===== config.mk =====
export PLATFORM = sky130hd
export DESIGN_NAME = extbus_wait_ctrl
export DESIGN_NICKNAME = d
export VERILOG_FILES = /design/src/rtl/extbus_wait_pkg.sv /design/src/rtl/extbus_wait_map.sv /design/src/rtl/extbus_wait_seq.sv /design/src/rtl/extbus_wait_port.sv /design/src/rtl/extbus_wait_ctrl.sv
export SDC_FILE = /design/constraint.sdc
export NUM_CORES = 1
export LEC_CHECK = 0
export BUFFER_PORTS_ARGS = -buffer_cell sky130_fd_sc_hd__buf_2
export CAP_MARGIN = 25
export CELL_PAD_IN_SITES_DETAIL_PLACEMENT = 1
export CELL_PAD_IN_SITES_GLOBAL_PLACEMENT = 1
export CORE_ASPECT_RATIO = 1.75
export CORE_MARGIN = 10
export CORE_UTILIZATION = 33
export DETAILED_ROUTE_END_ITERATION = 8
export HOLD_SLACK_MARGIN = 0.12
export PLACE_DENSITY_LB_ADDON = 0.1
export SLEW_MARGIN = 20
export SYNTH_ARGS = -nofsm -noshare
export SYNTH_HDL_FRONTEND = slang
export SYNTH_SLANG_ARGS = --single-unit

===== constraint.sdc =====
create_clock -name clk -period 1.6 [get_ports clk]
set_input_delay 0.32 -clock clk [delete_from_list [all_inputs] [get_ports clk]]
set_output_delay 0.32 -clock clk [all_outputs]
set_load 0.01 [all_outputs]

===== src/rtl/extbus_wait_pkg.sv =====
package extbus_wait_pkg;

    localparam int DEF_DATA_W = 16;
    localparam int DEF_NREGS  = 8;

    typedef enum logic [1:0] {
        SEQ_IDLE = 2'd0,
        SEQ_BASE = 2'd1,
        SEQ_PROG = 2'd2,
        SEQ_HOLD = 2'd3
    } seq_state_e;

    // Position of the read enable for a mapped slot.
    function automatic int rd_bit_pos(input int idx);
        return idx;
    endfunction

    // Position of the write enable; nmapped is the count of mapped slots.
    function automatic int wr_bit_pos(input int idx, input int nmapped);
        return nmapped + idx;
    endfunction

    function automatic logic seq_busy(input seq_state_e s);
        return s != SEQ_IDLE;
    endfunction

endpackage


===== src/rtl/extbus_wait_map.sv =====
module extbus_wait_map
    import extbus_wait_pkg::*;
#(
    parameter int NREGS = DEF_NREGS,
    parameter int IDX_W = $clog2(NREGS),
    parameter int MAP_W = 2 * (NREGS - 1)
) (
    input  logic             clk,
    input  logic             rst,
    input  logic             cfg_we_i,
    input  logic [MAP_W-1:0] cfg_map_i,
    input  logic [IDX_W-1:0] idx_i,
    input  logic             wr_i,
    output logic             wait_en_o
);

    localparam int NMAPPED = NREGS - 1;
    localparam int NSLOT   = 1 << IDX_W;

    logic [MAP_W-1:0] map_q;
    logic [NSLOT-1:0] rd_en;
    logic [NSLOT-1:0] wr_en;

    always_ff @(posedge clk) begin
        if (rst) begin
            map_q <= '0;
        end else if (cfg_we_i) begin
            map_q <= cfg_map_i;
        end
    end

    // The last slot is internal and every unused slot is never stretched.
    for (genvar g = 0; g < NSLOT; g++) begin : g_slot
        if (g < NMAPPED) begin : g_mapped
            assign rd_en[g] = map_q[rd_bit_pos(g)];
            assign wr_en[g] = map_q[wr_bit_pos(g, NMAPPED)];
        end else begin : g_fixed
            assign rd_en[g] = 1'b0;
            assign wr_en[g] = 1'b0;
        end
    end

    assign wait_en_o = wr_i ? wr_en[idx_i] : rd_en[idx_i];

endmodule


===== src/rtl/extbus_wait_seq.sv =====
module extbus_wait_seq
    import extbus_wait_pkg::*;
(
    input  logic clk,
    input  logic rst,
    input  logic go_i,
    input  logic prog_i,
    input  logic wait_i,
    output logic active_o,
    output logic stall_o,
    output logic done_o,
    output logic ready_o
);

    seq_state_e state_q;
    logic       prog_q;
    logic       prog_pending;

    assign active_o     = seq_busy(state_q);
    assign ready_o      = ~active_o;
    assign prog_pending = (state_q == SEQ_BASE) && prog_q;
    assign stall_o      = active_o && (prog_pending || wait_i);
    assign done_o       = active_o && !stall_o;

    always_ff @(posedge clk) begin
        if (rst) begin
            state_q <= SEQ_IDLE;
            prog_q  <= 1'b0;
        end else begin
            unique case (state_q)
                SEQ_IDLE: begin
                    if (go_i) begin
                        state_q <= SEQ_BASE;
                        prog_q  <= prog_i;
                    end
                end
                SEQ_BASE: begin
                    if (prog_q) begin
                        state_q <= SEQ_PROG;
                    end else if (wait_i) begin
                        state_q <= SEQ_HOLD;
                    end else begin
                        state_q <= SEQ_IDLE;
                    end
                end
                SEQ_PROG: begin
                    state_q <= wait_i ? SEQ_HOLD : SEQ_IDLE;
                end
                SEQ_HOLD: begin
                    state_q <= wait_i ? SEQ_HOLD : SEQ_IDLE;
                end
                default: state_q <= SEQ_IDLE;
            endcase
        end
    end

endmodule


===== src/rtl/extbus_wait_port.sv =====
module extbus_wait_port #(
    parameter int DATA_W = 16,
    parameter int IDX_W  = 3
) (
    input  logic              clk,
    input  logic              rst,
    input  logic              go_i,
    input  logic [IDX_W-1:0]  idx_i,
    input  logic              wr_i,
    input  logic [DATA_W-1:0] wdata_i,
    input  logic              active_i,
    input  logic              done_i,
    input  logic [DATA_W-1:0] bus_rdata_i,
    output logic [IDX_W-1:0]  bus_addr_o,
    output logic [DATA_W-1:0] bus_wdata_o,
    output logic              bus_rd_o,
    output logic              bus_wr_o,
    output logic [DATA_W-1:0] rdata_o,
    output logic              rvalid_o
);

    logic [IDX_W-1:0]  addr_q;
    logic [DATA_W-1:0] wdata_q;
    logic              wr_q;
    logic [DATA_W-1:0] rdata_q;
    logic              rvalid_q;
    logic              rd_done;

    always_ff @(posedge clk) begin
        if (rst) begin
            addr_q  <= '0;
            wdata_q <= '0;
            wr_q    <= 1'b0;
        end else if (go_i) begin
            addr_q  <= idx_i;
            wdata_q <= wdata_i;
            wr_q    <= wr_i;
        end
    end

    assign rd_done = done_i && !wr_q;

    always_ff @(posedge clk) begin
        if (rst) begin
            rdata_q  <= '0;
            rvalid_q <= 1'b0;
        end else begin
            rvalid_q <= rd_done;
            if (rd_done) begin
                rdata_q <= bus_rdata_i;
            end
        end
    end

    assign bus_addr_o  = addr_q;
    assign bus_wdata_o = wdata_q;
    assign bus_rd_o    = active_i && !wr_q;
    assign bus_wr_o    = active_i && wr_q;
    assign rdata_o     = rdata_q;
    assign rvalid_o    = rvalid_q;

endmodule


===== src/rtl/extbus_wait_ctrl.sv =====
module extbus_wait_ctrl
    import extbus_wait_pkg::*;
#(
    parameter int DATA_W = DEF_DATA_W,
    parameter int NREGS  = DEF_NREGS,
    parameter int IDX_W  = $clog2(NREGS),
    parameter int MAP_W  = 2 * (NREGS - 1)
) (
    input  logic              clk,
    input  logic              rst,
    input  logic              cfg_we_i,
    input  logic [MAP_W-1:0]  cfg_map_i,
    input  logic              req_i,
    input  logic [IDX_W-1:0]  req_idx_i,
    input  logic              req_wr_i,
    input  logic [DATA_W-1:0] req_wdata_i,
    output logic              ready_o,
    output logic              stall_o,
    output logic [DATA_W-1:0] rdata_o,
    output logic              rvalid_o,
    output logic [IDX_W-1:0]  bus_addr_o,
    output logic [DATA_W-1:0] bus_wdata_o,
    output logic              bus_rd_o,
    output logic              bus_wr_o,
    input  logic [DATA_W-1:0] bus_rdata_i,
    input  logic              bus_wait_i
);

    logic go;
    logic wait_en;
    logic active;
    logic done;
    logic idle;

    assign go      = req_i && idle;
    assign ready_o = idle;

    extbus_wait_map #(
        .NREGS (NREGS),
        .IDX_W (IDX_W),
        .MAP_W (MAP_W)
    ) map_i (
        .clk       (clk),
        .rst       (rst),
        .cfg_we_i  (cfg_we_i),
        .cfg_map_i (cfg_map_i),
        .idx_i     (req_idx_i),
        .wr_i      (req_wr_i),
        .wait_en_o (wait_en)
    );

    extbus_wait_seq seq_i (
        .clk      (clk),
        .rst      (rst),
        .go_i     (go),
        .prog_i   (wait_en),
        .wait_i   (bus_wait_i),
        .active_o (active),
        .stall_o  (stall_o),
        .done_o   (done),
        .ready_o  (idle)
    );

    extbus_wait_port #(
        .DATA_W (DATA_W),
        .IDX_W  (IDX_W)
    ) port_i (
        .clk         (clk),
        .rst         (rst),
        .go_i        (go),
        .idx_i       (req_idx_i),
        .wr_i        (req_wr_i),
        .wdata_i     (req_wdata_i),
        .active_i    (active),
        .done_i      (done),
        .bus_rdata_i (bus_rdata_i),
        .bus_addr_o  (bus_addr_o),
        .bus_wdata_o (bus_wdata_o),
        .bus_rd_o    (bus_rd_o),
        .bus_wr_o    (bus_wr_o),
        .rdata_o     (rdata_o),
        .rvalid_o    (rvalid_o)
    );

endmodule


# Word level (Yosys, flattened, before mapping)
# Cells that the tools add are included.
[totals]
regBits = 54
out_inout_bits = 40
in_bits = 55
wordCells = 37
[op_classes]
n_eq_ne = 4
n_bitwise = 1
muxes = 9
n_reduce_logical = 14
magnitude_cmp = 1
[ops]
columns = ["op", "count"]
rows = [
  ["logical AND 1 bit", 7],
  ["binary-select mux 1 bit (select 3 bit)", 2],
  ["two-way mux 2 bit", 3],
  ["one-hot mux 2 bit (3 select lines)", 1],
  ["equality test 2 bit, second input constant", 2],
  ["less-than comparator 3 x 4 -> 1 bit, second input constant", 1],
  ["two-way mux 1 bit", 3],
  ["equality test 2 x 1 -> 1 bit, second input constant", 1],
  ["zero test 1 bit", 2],
  ["zero test 2 bit", 1],
  ["!= test 2 bit, second input constant", 1],
  ["AND reduction 2 bit", 1],
  ["nonzero test 2 bit", 1],
  ["OR reduction 2 bit", 1],
  ["logical OR 1 bit", 1],
  ["NOT 1 bit", 1],
]

# Longest topological paths before layout
[logic_depth]
ltp_word = 7
ltp_mapped = 6
depth_no_buf = 4

# Hierarchy
# From an unflattened synthesis, not the netlist that was laid out.
[hier_totals]
cells_unflattened = 214
hier_area_um2 = 2243.4
[by_module_without_submodules]
columns = ["mod", "cells_each", "n_inst", "area_each_um2", "seq_area_each_um2"]
rows = [
  ["extbus_wait_port", 140, 1, 1482.7, 740.7],
  ["extbus_wait_map", 55, 1, 611.8, 280.3],
  ["extbus_wait_seq", 18, 1, 142.6, 60.1],
  ["extbus_wait_ctrl", 1, 1, 6.3, 0.0],
]

# Worst setup path after synthesis
# OpenSTA, ideal clock, no wires.
[synth_path]
path_kind = "input-to-reg"
start = "input port req_idx_i[0]"
end = "register seq_i.prog_q"
path_slack_ns = 0.354
setup_ns = 0.126
path_buffers = 1
required_ns = 1.474
t_arrival_ns = 1.120
path_stages = 4
cell_sequence = "buf_6 mux4_2 o211ai_1 nand3_1"
[synth_via]
elab_chain_cells = 3
elab_cells_between_ends = 5
cone_classes = "mux: 5"
[synth_lines]
columns = ["item", "line", "text"]
rows = [
  ["start: declaration", "extbus_wait_ctrl.sv:14", "input logic [IDX_W-1:0] req_idx_i,"],
  ["binary-select mux 1 bit (select 3 bit)", "extbus_wait_map.sv:43", "assign wait_en_o = wr_i ? wr_en[idx_i] : rd_en[idx_i];"],
  ["two-way mux 1 bit (implied by the code)", "extbus_wait_map.sv:43", ""],
  ["two-way mux 1 bit *", "extbus_wait_map.sv:43", ""],
  ["end signal: assignment", "extbus_wait_seq.sv:34", "prog_q <= prog_i;"],
  ["end: declaration", "extbus_wait_seq.sv:16", "logic prog_q;"],
]
# Every way passes the cells marked *; elsewhere a longest branch is shown, timed or not. The select of a mux whose other input is x is not followed.
# A chain may end at the register's enable or synchronous reset.

# Worst setup path in the final report
[layout_path]
start = "register seq_i.state_q[1]"
end = "output port stall_o"
[layout_via]
elab_chain_cells = 4
elab_cells_between_ends = 5
cone_classes = "eq/ne: 1; reduce/logical: 4"
[layout_lines]
columns = ["item", "line", "text"]
rows = [
  ["start: declaration", "extbus_wait_seq.sv:15", "seq_state_e state_q;"],
  ["start signal: assignment", "extbus_wait_seq.sv:47", "state_q <= wait_i ? SEQ_HOLD : SEQ_IDLE;"],
  ["start signal: assignment", "extbus_wait_seq.sv:50", "state_q <= wait_i ? SEQ_HOLD : SEQ_IDLE;"],
  ["equality test 2 x 1 -> 1 bit", "extbus_wait_seq.sv:21", "assign prog_pending = (state_q == SEQ_BASE) && prog_q;"],
  ["logical AND 1 bit", "extbus_wait_seq.sv:21", ""],
  ["logical OR 1 bit", "extbus_wait_seq.sv:22", "assign stall_o = active_o && (prog_pending || wait_i);"],
  ["logical AND 1 bit *", "extbus_wait_seq.sv:22", ""],
  ["end: declaration", "extbus_wait_ctrl.sv:18", "output logic stall_o,"],
]
# Every way passes the cells marked *; elsewhere a longest branch is shown, timed or not.

==> run_results.csv <==
group,metric,value,unit
clock_tree,post_cts_resize_count,0,
die,rows,38,
sta,tightest_slew,0.4207,ns
global_route,grt_pass1_wl,9528,um
global_route,grtUsageMet2,19.93,%
clock_tree,clkTransAtPathRegs,0.10,ns
clock_tree,h-tree-depth,2,
layout,area_growth,30.76,%
hold_path,min-delay-start,"bus_rdata_i[3]",
die,floorplan.core_area,6181,um^2
logic_synthesis,ys_types,26,
setup_path,crit_path_end_kind,"primary output",
layout,utilization,44.31,%
placement,dp_cells,388,
routing,viasPerCell,4.579,
global_route,met1_usage,11.82,%
logic_synthesis,avgSynthCellArea,9.350,um^2
logic_synthesis,synth_top_area_share,51.61,%
routing,wl,5693,um
sta,finalWorstSetupSlack,0.1489,ns
setup_path,r2r_slack,0.33,ns
hold_path,hold_path_end,"port_i.rdata_o[3]",
setup_path,startpoint_type,"flop",
sta,fmax,689.1,MHz
global_route,antenna_found_initial,1,
clock_tree,cts_tree,"yes",
sta,slew_headroom,71.95,%
sta,skew,0.005991,ns
routing,ant_nets,0,
placement,place_worst_setup_slack,0.2295,ns
sta,maxSlewViolCount,0,
layout,fill_cells,784,
setup_path,cp-startpoint,"seq_i.state_q[1]",
logic_synthesis,synthTopCellsByArea,"dfxtp_1, mux2i_1, nand2_1",
status,outcome,"completed",
sta,post-route-min-period,1.451,ns
die,die_w,80.23,um
setup_path,timing.rr.end,"port_i.bus_wdata_o[7]",
die,dieArea,10060,um^2
logic_synthesis,synth_top_area_cell,"dfxtp_1",
setup_path,crit_type,"reg2out",
die,die_y,125.4,um
placement,portBuffers,94,
clock_tree,clk_path_buf_depth,2,
layout,finalNetCount,370,
global_route,grt_use_total,11.77,%
placement,gp_congestion,0.7018,
setup_path,worstPathMaxFanout,6,
sta,setup_viol,0,
power,ir_worst_vdd,0.5064,mV
clock_tree,cts_hold_buffers,0,
sta,min_period_over_period,90.70,%
clock_tree,post-cts-setup-buffer-count,0,
logic_synthesis,netlist_instances,224,
setup_path,rr_worst_depth,5,
setup_path,worstPathArrival,1.13,ns
placement,place_area,2640,um^2
sta,hold_viol,0,
logic_synthesis,synth.net_count,279,
sta,holdWs,0.2300,ns
power,finalPower,2.717,mW
routing,vias,1818,
die,initial_core_util,33.89,%
global_route,grt_pass1_vias,1916,
global_route,gr-max-usage-layer,"met2",
clock_tree,root_buffer,"clkbuf_8",
logic_synthesis,ys_seq_area_share,51.61,%
sta,rsz0062_at_grt,"no",
power,p_leak,1.402,nW
global_route,globalRouteMet3Util,5.165,%
placement,dp_hpwl,4527,um
global_route,gr-total-overflow,0,
job,maxCapViolCount,0,
logic_synthesis,yosys_register_bits,54,
setup_path,rr_startpoint,"seq_i.state_q[1]",
setup_path,crit_chain,"nor2_2 > nor2_1 > buf_2",
layout,drive_gt1_share,36.39,%
setup_path,required,1.28,ns
layout,stdcell_area,2739,um^2
clock_tree,numCtsBuffers,5,
logic_synthesis,syn_area,2095,um^2
sta,tns,0,ns
setup_path,critPathSlowestCell,"dfxtp_2",
global_route,grt_max_degree,23,
routing,drt_iter0_drc,45,
clock_tree,clk_latency,0.31,ns
hold_path,hold_class,"in2reg",
routing,post_drt_wl_per_cell,14.34,um
routing,dr.pass1.iters,4,
die,io_pins,95,
clock_tree,cts_num_sinks,54,
logic_synthesis,yosysWarnings,0,
hold_path,hold_depth,3,
routing,drc,0,
setup_path,critPathMaxStageDelay,0.36,ns
power,power_density,991.9,nW/um^2
layout,fin_cells,397,
-- final cells by class --
| class | count | area [um^2] | area share (%) |
|---|---|---|---|
| clock buffer | 6 | 82.58 | 3.015 |
| tap | 80 | 100.1 | 3.655 |
| clock inverter | 2 | 12.51 | 0.4568 |
| multi-input combinational | 152 | 894.6 | 32.66 |
| antenna | 1 | 2.502 | 0.09137 |
| timing repair buffer | 101 | 560.5 | 20.47 |
| inverter | 1 | 3.754 | 0.1370 |
| sequential | 54 | 1082 | 39.52 |
-- Yosys cell counts, drive strengths merged --
| master | instances |
|---|---|
| nor2b | 3 |
| dfxtp | 54 |
| a21oi | 22 |
| o21ai | 2 |
| nor3 | 2 |
| buf | 14 |
| or3b | 1 |
| clkbuf | 3 |
| nand2 | 40 |
| a22oi | 1 |
| mux4 | 1 |
| mux2i | 34 |
| o211ai | 3 |
| nand4 | 1 |
| inv | 1 |
| nand3 | 1 |
| nor2 | 37 |
| and2 | 1 |
| nand3b | 3 |
-- state kept, by name, summed over array words and instances (netlist names) --
| name | cells |
|---|---|
| map_i.map_q | 14 |
| port_i.wr_q | 1 |
| port_i.bus_wdata_o | 16 |
| port_i.bus_addr_o | 3 |
| seq_i.prog_q | 1 |
| port_i.rdata_o | 16 |
| port_i.rvalid_o | 1 |
| seq_i.state_q | 2 |
-- cell families (layout without fill, tap and decap cells) --
| family | after synthesis | count (layout) | synth area share, % |
|---|---|---|---|
| DFF | 54 | 54 | 51.61 |
| muxes | 35 | 35 | 17.32 |
| buffers and inverters | 18 | 110 | 5.853 |
| AOI/OAI and AO/OA | 28 | 28 | 7.347 |
| other | 0 | 1 | 0 |
| and+or+nand+nor | 89 | 89 | 17.86 |
-- report_power, final --
group | internal [mW] | total [mW] | switching, mW | leakage (nW)
Sequential | 1.43 | 1.47 | 0.0403 | 0.443
Combinational | 0.214 | 0.448 | 0.234 | 0.911
Clock | 0.349 | 0.802 | 0.453 | 0.0472
-- worst max path at each step --
stage / to
after CTS: stall_o
after floorplan: seq_i.prog_q
final: stall_o
after global placement: seq_i.prog_q
after detailed placement: seq_i.prog_q
after global routing: bus_wr_o
-- critical path: cells and delay by family, from the launching register on --
kind,cells,cell delay [ns]
flip-flops,1,0.36
AND/OR/NAND/NOR,2,0.32
buffers and inverters,1,0.15
-- layout by cell type, fill, tap and decap left out, drive strengths merged --
cell type  netlist  layout
mux4             1       1
nand2           40      40
and2             1       1
inv              1       1
a22oi            1       1
nand3            1       1
clkbuf           3       6
clkinvlp         0       1
diode            0       1
clkinv           0       1
o211ai           3       3
nor2b            3       3
or3b             1       1
nand4            1       1
a21oi           22      22
buf             14     101
nand3b           3       3
dfxtp           54      54
nor2            37      37
nor3             2       2
mux2i           34      34
o21ai            2       2
-- metal layers --
layer | share of wire (%) | vias up
li1 | - | 919
met1 | 37 | 838
met2 | 53 | 54
met3 | 8.7 | 7
met4 | 1.8 | 0
met5 | 0 | -
Power figures use the tool's default switching activity.
